`config.mk`:
```
export PLATFORM = sky130hd
export DESIGN_NAME = potreg_bank
export DESIGN_NICKNAME = d
export VERILOG_FILES = /design/src/rtl/potreg_pkg.sv /design/src/rtl/potreg_slots.sv /design/src/rtl/potreg_wiper.sv /design/src/rtl/potreg_tapdec.sv /design/src/rtl/potreg_bank.sv
export SDC_FILE = /design/constraint.sdc
export NUM_CORES = 1
export LEC_CHECK = 0
export BUFFER_PORTS_ARGS = -buffer_cell sky130_fd_sc_hd__buf_2
export CAP_MARGIN = 20
export CORE_AREA = 8 8 405 407
export CTS_BUF_LIST = sky130_fd_sc_hd__clkbuf_4
export CTS_CLUSTER_SIZE = 10
export DETAILED_ROUTE_END_ITERATION = 10
export DIE_AREA = 0 0 413 415
export GPL_TIMING_DRIVEN = 0
export PLACE_DENSITY = 0.3
export SLEW_MARGIN = 20
export SYNTH_ARGS = -nofsm -noshare
export SYNTH_HDL_FRONTEND = slang
export SYNTH_SLANG_ARGS = --single-unit
```
`constraint.sdc`:
```
create_clock -name clk -period 2.45 [get_ports clk]
set_input_delay 0.1225 -clock clk [delete_from_list [all_inputs] [get_ports clk]]
set_output_delay 0.1225 -clock clk [all_outputs]
set_load 0.02 [all_outputs]
```
`src/rtl/potreg_pkg.sv`:
```
package potreg_pkg;
  typedef enum logic [2:0] {
    OP_GET_WIPER     = 3'd0,
    OP_SET_WIPER     = 3'd1,
    OP_GET_SLOT      = 3'd2,
    OP_PUT_SLOT      = 3'd3,
    OP_SLOT_TO_WIPER = 3'd4,
    OP_WIPER_TO_SLOT = 3'd5,
    OP_GET_BUSY      = 3'd6
  } pot_op_e;
endpackage

```
`src/rtl/potreg_slots.sv`:
```
module potreg_slots #(
  parameter int DW        = 10,
  parameter int NREG      = 4,
  parameter int NV_CYCLES = 1000000,
  parameter logic [DW-1:0] BOOT_VAL = '0,
  localparam int SW   = $clog2(NREG),
  localparam int NV_W = $clog2(NV_CYCLES + 1)
) (
  input  logic          clk,
  input  logic          rst_n,
  input  logic          store_req,
  input  logic [SW-1:0] store_sel,
  input  logic [DW-1:0] store_val,
  input  logic          store_en,
  input  logic [SW-1:0] rd_sel,
  output logic [DW-1:0] rd_val,
  output logic [DW-1:0] boot_val,
  output logic          busy
);
  logic               busy_q;
  logic [NV_W-1:0]    cnt_q;
  logic [SW-1:0]      stage_sel_q;
  logic [DW-1:0]      stage_val_q;
  logic [NREG*DW-1:0] slot_flat;
  logic               start;
  logic               commit;

  assign start  = store_req && store_en && !busy_q;
  assign commit = busy_q && (cnt_q == NV_W'(0));

  always_ff @(posedge clk or negedge rst_n) begin
    if (!rst_n) begin
      busy_q      <= 1'b0;
      cnt_q       <= '0;
      stage_sel_q <= '0;
      stage_val_q <= '0;
    end else if (start) begin
      busy_q      <= 1'b1;
      cnt_q       <= NV_W'(NV_CYCLES - 1);
      stage_sel_q <= store_sel;
      stage_val_q <= store_val;
    end else if (commit) begin
      busy_q <= 1'b0;
    end else if (busy_q) begin
      cnt_q <= cnt_q - NV_W'(1);
    end
  end

  for (genvar g = 0; g < NREG; g++) begin : g_slot
    logic [DW-1:0] val_q;
    always_ff @(posedge clk or negedge rst_n) begin
      if (!rst_n)
        val_q <= (g == 0) ? BOOT_VAL : '0;
      else if (commit && (stage_sel_q == SW'(g)))
        val_q <= stage_val_q;
    end
    assign slot_flat[g*DW +: DW] = val_q;
  end

  always_comb begin
    rd_val = '0;
    for (int i = 0; i < NREG; i++)
      if (rd_sel == SW'(i)) rd_val = slot_flat[i*DW +: DW];
  end

  assign boot_val = slot_flat[DW-1:0];
  assign busy     = busy_q;


  protect_no_busy_chk: assert property (@(posedge clk) disable iff (!rst_n)
    (store_req && !store_en && !busy_q) |=> !busy_q);

  busy_stage_hold_chk: assert property (@(posedge clk) disable iff (!rst_n)
    (busy_q && store_req) |=> ($stable(stage_val_q) && $stable(stage_sel_q)));

  slots_frozen_chk: assert property (@(posedge clk) disable iff (!rst_n)
    (busy_q && $past(busy_q)) |-> $stable(slot_flat));
endmodule

```
`src/rtl/potreg_wiper.sv`:
```
module potreg_wiper #(
  parameter int DW   = 10,
  parameter int WDLY = 1000,
  localparam int DL_W = $clog2(WDLY + 1)
) (
  input  logic          clk,
  input  logic          rst_n,
  input  logic [DW-1:0] boot_val,
  input  logic          load_req,
  input  logic [DW-1:0] load_val,
  output logic [DW-1:0] wpos,
  output logic [DW-1:0] tap_pos,
  output logic          recalling
);
  logic [DW-1:0]   wpos_q;
  logic [DW-1:0]   tap_q;
  logic            pend_q;
  logic [DL_W-1:0] dcnt_q;
  logic            recall_q;

  always_ff @(posedge clk or negedge rst_n) begin
    if (!rst_n) begin
      wpos_q   <= '0;
      tap_q    <= '0;
      pend_q   <= 1'b0;
      dcnt_q   <= '0;
      recall_q <= 1'b1;
    end else if (recall_q) begin
      wpos_q   <= boot_val;
      tap_q    <= boot_val;
      recall_q <= 1'b0;
    end else if (load_req) begin
      wpos_q <= load_val;
      pend_q <= 1'b1;
      dcnt_q <= DL_W'(WDLY - 1);
    end else if (pend_q) begin
      if (dcnt_q == DL_W'(0)) begin
        tap_q  <= wpos_q;
        pend_q <= 1'b0;
      end else begin
        dcnt_q <= dcnt_q - DL_W'(1);
      end
    end
  end

  assign wpos      = wpos_q;
  assign tap_pos   = tap_q;
  assign recalling = recall_q;


  load_visible_chk: assert property (@(posedge clk) disable iff (!rst_n)
    load_req |=> (wpos_q == $past(load_val)));

  tap_hold_chk: assert property (@(posedge clk) disable iff (!rst_n)
    (!$past(pend_q) && !$past(recall_q)) |-> $stable(tap_q));
endmodule

```
`src/rtl/potreg_tapdec.sv`:
```
module potreg_tapdec #(
  parameter int DW = 10,
  localparam int TAPS = 1 << DW
) (
  input  logic            clk,
  input  logic            rst_n,
  input  logic [DW-1:0]   pos,
  output logic [TAPS-1:0] sel
);
  for (genvar i = 0; i < TAPS; i++) begin : g_tap
    assign sel[i] = (pos == DW'(i));
  end


  tap_onehot_chk: assert property (@(posedge clk) disable iff (!rst_n)
    $countones(sel) == 1);

  tap_ends_chk: assert property (@(posedge clk) disable iff (!rst_n)
    (pos == '0) |-> (sel[0] && !sel[TAPS-1]));
endmodule

```
`src/rtl/potreg_bank.sv`:
```
module potreg_bank
  import potreg_pkg::*;
#(
  parameter int DW        = 10,
  parameter int NREG      = 4,
  parameter int NV_CYCLES = 1000000,
  parameter int WDLY      = 1000,
  parameter logic [DW-1:0] BOOT_VAL = 10'h200,
  localparam int SW   = $clog2(NREG),
  localparam int TAPS = 1 << DW
) (
  input  logic            clk,
  input  logic            rst_n,
  input  logic            cmd_valid,
  output logic            cmd_ready,
  input  logic [2:0]      cmd_op,
  input  logic [SW-1:0]   cmd_sel,
  input  logic [DW-1:0]   cmd_data,
  output logic            rsp_valid,
  input  logic            rsp_ready,
  output logic [DW-1:0]   rsp_data,
  input  logic            store_en,
  output logic            nv_busy,
  output logic [TAPS-1:0] tap_sel
);
  pot_op_e       op;
  logic          accept;
  logic          load_req;
  logic [DW-1:0] load_val;
  logic          store_req;
  logic [DW-1:0] store_val;
  logic [DW-1:0] slot_val;
  logic [DW-1:0] boot_val;
  logic [DW-1:0] wpos;
  logic [DW-1:0] tap_pos;
  logic          recalling;
  logic          rsp_valid_q;
  logic [DW-1:0] rsp_data_q;

  assign op        = pot_op_e'(cmd_op);
  assign cmd_ready = !rsp_valid_q && !recalling;
  assign accept    = cmd_valid && cmd_ready;

  assign load_req  = accept && (op == OP_SET_WIPER || op == OP_SLOT_TO_WIPER);
  assign load_val  = (op == OP_SET_WIPER) ? cmd_data : slot_val;
  assign store_req = accept && (op == OP_PUT_SLOT || op == OP_WIPER_TO_SLOT);
  assign store_val = (op == OP_PUT_SLOT) ? cmd_data : wpos;

  potreg_slots #(
    .DW(DW), .NREG(NREG), .NV_CYCLES(NV_CYCLES), .BOOT_VAL(BOOT_VAL)
  ) u_slots (
    .clk(clk), .rst_n(rst_n),
    .store_req(store_req), .store_sel(cmd_sel), .store_val(store_val),
    .store_en(store_en), .rd_sel(cmd_sel), .rd_val(slot_val),
    .boot_val(boot_val), .busy(nv_busy)
  );

  potreg_wiper #(.DW(DW), .WDLY(WDLY)) u_wiper (
    .clk(clk), .rst_n(rst_n), .boot_val(boot_val),
    .load_req(load_req), .load_val(load_val),
    .wpos(wpos), .tap_pos(tap_pos), .recalling(recalling)
  );

  potreg_tapdec #(.DW(DW)) u_tapdec (
    .clk(clk), .rst_n(rst_n), .pos(tap_pos), .sel(tap_sel)
  );

  always_ff @(posedge clk or negedge rst_n) begin
    if (!rst_n) begin
      rsp_valid_q <= 1'b0;
      rsp_data_q  <= '0;
    end else if (accept) begin
      case (op)
        OP_GET_WIPER: begin rsp_valid_q <= 1'b1; rsp_data_q <= wpos; end
        OP_GET_SLOT:  begin rsp_valid_q <= 1'b1; rsp_data_q <= slot_val; end
        OP_GET_BUSY:  begin rsp_valid_q <= 1'b1; rsp_data_q <= {{(DW-1){1'b0}}, nv_busy}; end
        default: ;
      endcase
    end else if (rsp_ready) begin
      rsp_valid_q <= 1'b0;
    end
  end

  assign rsp_valid = rsp_valid_q;
  assign rsp_data  = rsp_data_q;


  rsp_hold_chk: assert property (@(posedge clk) disable iff (!rst_n)
    (rsp_valid && !rsp_ready) |=> (rsp_valid && $stable(rsp_data)));

  no_accept_pending_chk: assert property (@(posedge clk) disable iff (!rst_n)
    rsp_valid |-> !cmd_ready);

  recall_blocks_chk: assert property (@(posedge clk) disable iff (!rst_n)
    recalling |-> !cmd_ready);
endmodule

```
==> reports/results.txt <==
In this run the static leakage power is 14.3 nW. Dividing the detail-routed wire length by the instance count gives 33.5 um. The share of synthesized area occupied by flip-flops and latches came out at 26.2%. The logs give 146 for the floorplan row count and 0 for the max-slew violation count.

The area of the die is 171,000 um^2, and the portion of the clock cycle consumed by the worst path in the final layout is 107%. VDD sags by at most 211 uV. The logs give -0.169 ns for the worst-case setup margin in the final layout and 0.869 for the final weighted congestion in routability-driven placement. The clock root buffer was sky130_fd_sc_hd__clkbuf_4.

In this run the vertical extent of the chip is 415 um. The clock arrives with 0.0330 ns of skew. Hold is met by 0.160 ns.

The critical path is of the flip-flop to output pin type. STA classifies the critical path endpoint as an output pin. The tools report the post-placement setup slack as -1.35 ns. Setup repair after global routing could not meet its margin everywhere. The maximum level of the CTS H-tree was 4; the critical-path maximum fanout was 6. The number of flip-flops and latches in the synthesized netlist is 116. The classification of the worst-slack hold path is primary input to flip-flop.

The library cells used most frequently in the layout, excluding fill and tap cells, are 619 x sky130_fd_sc_hd__buf_6, 549 x sky130_fd_sc_hd__nor2_4, 441 x sky130_fd_sc_hd__nor2_1. The library cell used most frequently in the layout, excluding fill and tap cells, is sky130_fd_sc_hd__buf_6. The pin count of the biggest net entering global routing was 81; the post-place instance area was 19,500 um^2. The relative area change from synthesis to final layout was 234%.

Max-cap violations in this run came to 0. The run gives 1,980 as the net count after synthesis. The average instance in the mapped netlist occupies 5.68 um^2. For this run, the leading register cell type out of synthesis is sky130_fd_sc_hd__dfrtp_1. 1,057 I/O pins were placed. The number of routed nets with antenna violations is 0, and the worst-margin pin slew is 1.03 ns. The floorplan die width works out to 413 um. Yosys mapped the design onto 49 distinct sky130hd cell types. The via count of the first global-routing pass was 20,306; the area of the mapped netlist was 11,100 um^2.

The logs give 182,000 um for the total wire length and 17 for the CTS buffer count. The routed layout has 20,646 vias. The area of the multi-input gates is 15,500 um^2, and the post-layout instance area is 37,100 um^2. The worst path needs 2.62 ns of the cycle, external delays included. After detailed routing, the number of vias per cell comes to 3.79. Async set-or-reset flop fraction in the synthesized netlist: 100%. Buffers placed on the I/O ports in this run total 1,055.

For the initial cell density of the core, the log shows 7.05%. The filler cell count in the final layout came out at 17,210. For the maximum operating frequency, the log shows 382 MHz.

At the worst endpoint, the required time is 2.33 ns. The first detailed-routing pass took 5 iterations. The clock transition time at the flip-flop clock pins of the worst setup and hold paths is 0.12 ns. For the total clock sinks, the log shows 116. The first-pass GRT wire length was 221,000 um. Setup violations remaining at the end of the flow were counted as 515. For this design the ratio of total power to cell area is 114 nW/um^2. TritonCTS built the clock tree.

The flow ran to the end, but the final reports show violations. Core area: 157,000 um^2. The critical path startpoint category was a flip-flop.

The logs give 0 for the hold violation total from the final report and 1,956 for the synthesized instance count. At the later pin of the worst-skew pair, clock insertion delay measures 0.55 ns. In this run the deepest clock path goes through 2 buffers.

The run gives 0 as the warning count from the yosys run. Yosys mapped a number of flops with a built-in enable equal to 0. The final layout contains 3,375 nets. In this run, the number of DRC markers left after iteration 0 of detailed routing was 1,100. Global routing consumed, over all layers together, 19.6% of the routing resources. The HPWL after detailed placement is 145,000 um. Data arrives at the worst endpoint at 2.50 ns. Summed over all layers, the global routing overflow is 0. The tools report the initial antenna violation count as 17. The checks that failed: negative setup slack. The fraction of final layout cells sized beyond drive strength 1 came out at 75.3%.

After detailed routing, the number of remaining DRC violations is 0. The tools report the max-slew headroom at the worst pin as 31.5%. Area taken by flip-flops and latches: 2920 um^2.
==> worst paths after layout <==
path	startpoint	endpoint	slack [ns]	depth (start not counted)
worst max-delay path	u_wiper.tap_pos[3]	tap_sel[82]	-0.17	9
worst min-delay path	cmd_sel[0]	u_wiper.wpos[0]	0.16	4
worst max register to register	u_slots.cnt_q[11]	u_slots.boot_val[7]	0.01	6
worst min register to register	u_slots.cnt_q[4]	u_slots.cnt_q[4]	0.51	1
max in group asynchronous	rst_n	u_slots.cnt_q[18]	0.73	4
min in group asynchronous	rst_n	rsp_data[6]	0.55	3
==> kinds of logic (layout without fill, tap and decap cells) <==
logic type / Yosys count / count (layout) / share of synthesized area, %
compound gates: 98 / 98 / 5.59
xor+xnor: 11 / 11 / 0.868
fa+ha+maj: 4 / 4 / 0.451
buf+inv: 179 / 1586 / 6.06
flops: 116 / 116 / 26.2
mux: 85 / 85 / 9.25
other cells: 1 / 11 / 0.0338
simple gates: 1462 / 1462 / 51.6
==> where the power goes <==
group | internal, mW | leakage (nW) | switching (mW)
Sequential | 2.01 | 1.45 | 0.101
Clock | 0.591 | 0.135 | 0.824
Combinational | 0.250 | 12.7 | 0.433
Total | 2.86 | 14.3 | 1.36
==> cell type report <==
| type | count | area share (%) |
|---|---|---|
| Antenna cell | 10 | 0.0675 |
| Buffer | 162 | 4.57 |
| Clock buffer | 17 | 0.344 |
| Clock inverter | 14 | 0.375 |
| Inverter | 10 | 0.101 |
| Multi-Input combinational cell | 1661 | 41.8 |
| Sequential cell | 116 | 7.88 |
| Tap cell | 2072 | 7.00 |
| Timing Repair Buffer | 1383 | 37.9 |
==> registers in the layout, summed over array words and instances, names as in the netlist, 2 cells and up <==
register,cells
u_slots.boot_val,10
u_slots.stage_sel_q,2
u_slots.stage_val_q,10
u_slots.cnt_q,20
rsp_data,10
u_wiper.tap_pos,10
u_wiper.wpos,10
u_wiper.dcnt_q,10
u_slots.g_slot.val_q,30
==> synthesized netlist by cell type, types with 5 or more instances <==
cell / number / area, um^2
sky130_fd_sc_hd__a21oi_1: 14 / 70.1
sky130_fd_sc_hd__o21ai_0: 40 / 200
sky130_fd_sc_hd__inv_1: 10 / 37.5
sky130_fd_sc_hd__nor3_1: 22 / 110
sky130_fd_sc_hd__mux4_2: 10 / 225
sky130_fd_sc_hd__nor2_1: 1072 / 4020
sky130_fd_sc_hd__a22oi_1: 20 / 150
sky130_fd_sc_hd__nor4_1: 10 / 62.6
sky130_fd_sc_hd__dfrtp_1: 114 / 2850
sky130_fd_sc_hd__xnor2_1: 6 / 52.6
sky130_fd_sc_hd__or3_1: 8 / 50.1
sky130_fd_sc_hd__buf_1: 23 / 86.3
sky130_fd_sc_hd__xor2_1: 5 / 43.8
sky130_fd_sc_hd__nand3_1: 5 / 25.0
sky130_fd_sc_hd__mux2i_1: 34 / 340
sky130_fd_sc_hd__clkbuf_1: 145 / 544
sky130_fd_sc_hd__nand2_1: 304 / 1140
sky130_fd_sc_hd__o311ai_0: 5 / 43.8
sky130_fd_sc_hd__nand2b_1: 13 / 81.3
sky130_fd_sc_hd__mux2_2: 41 / 462
==> metal layers <==
layer  wire, um  part of all wire, %  global-route usage, %  vias up
met1      74200                   41                   23.9    10391
met4       5440                  3.0                   4.68        0
met5          0                    0                      0        -
met3      12200                  6.7                   4.51      163
li1           -                    -                      -     9082
met2      90400                   50                   34.6     1010
==> critical path, cell delays in order (launching register included) <==
cell and delay [ns]:
sky130_fd_sc_hd__dfrtp_2 0.50, sky130_fd_sc_hd__buf_6 0.16, sky130_fd_sc_hd__nor3_4 0.24, sky130_fd_sc_hd__buf_6 0.17
sky130_fd_sc_hd__clkbuf_16 0.15, sky130_fd_sc_hd__buf_16 0.15, sky130_fd_sc_hd__buf_12 0.12, sky130_fd_sc_hd__nand2_8 0.12
sky130_fd_sc_hd__nor2_4 0.17, sky130_fd_sc_hd__buf_6 0.13
==> per-stage QoR <==
step           power, mW   TNS, ns  utilization [%]  cells
3_5_place_dp        2.70   -579.12             12.4   5110
6_report            4.21    -25.69             23.5   5445
3_3_place_gp        2.69  -1876.97             12.1   5083
2_1_floorplan       2.41         0                -   1956
4_1_cts             4.25    -30.96             18.1   5344
5_1_grt             4.43   -109.96             23.5   5436
==> what timing repair did <==
action / 4_1_cts / 5_1_grt
hold buffers: 16 / 0
hold endpoints to repair: 138 / 0
gates resized for setup: 1784 / 1962
setup endpoints to repair: 1103 / 1044
pin swaps: 105 / 289
buffers inserted: 176 / 94
gates cloned: 14 / 9
(Power assumes the default switching activity.)
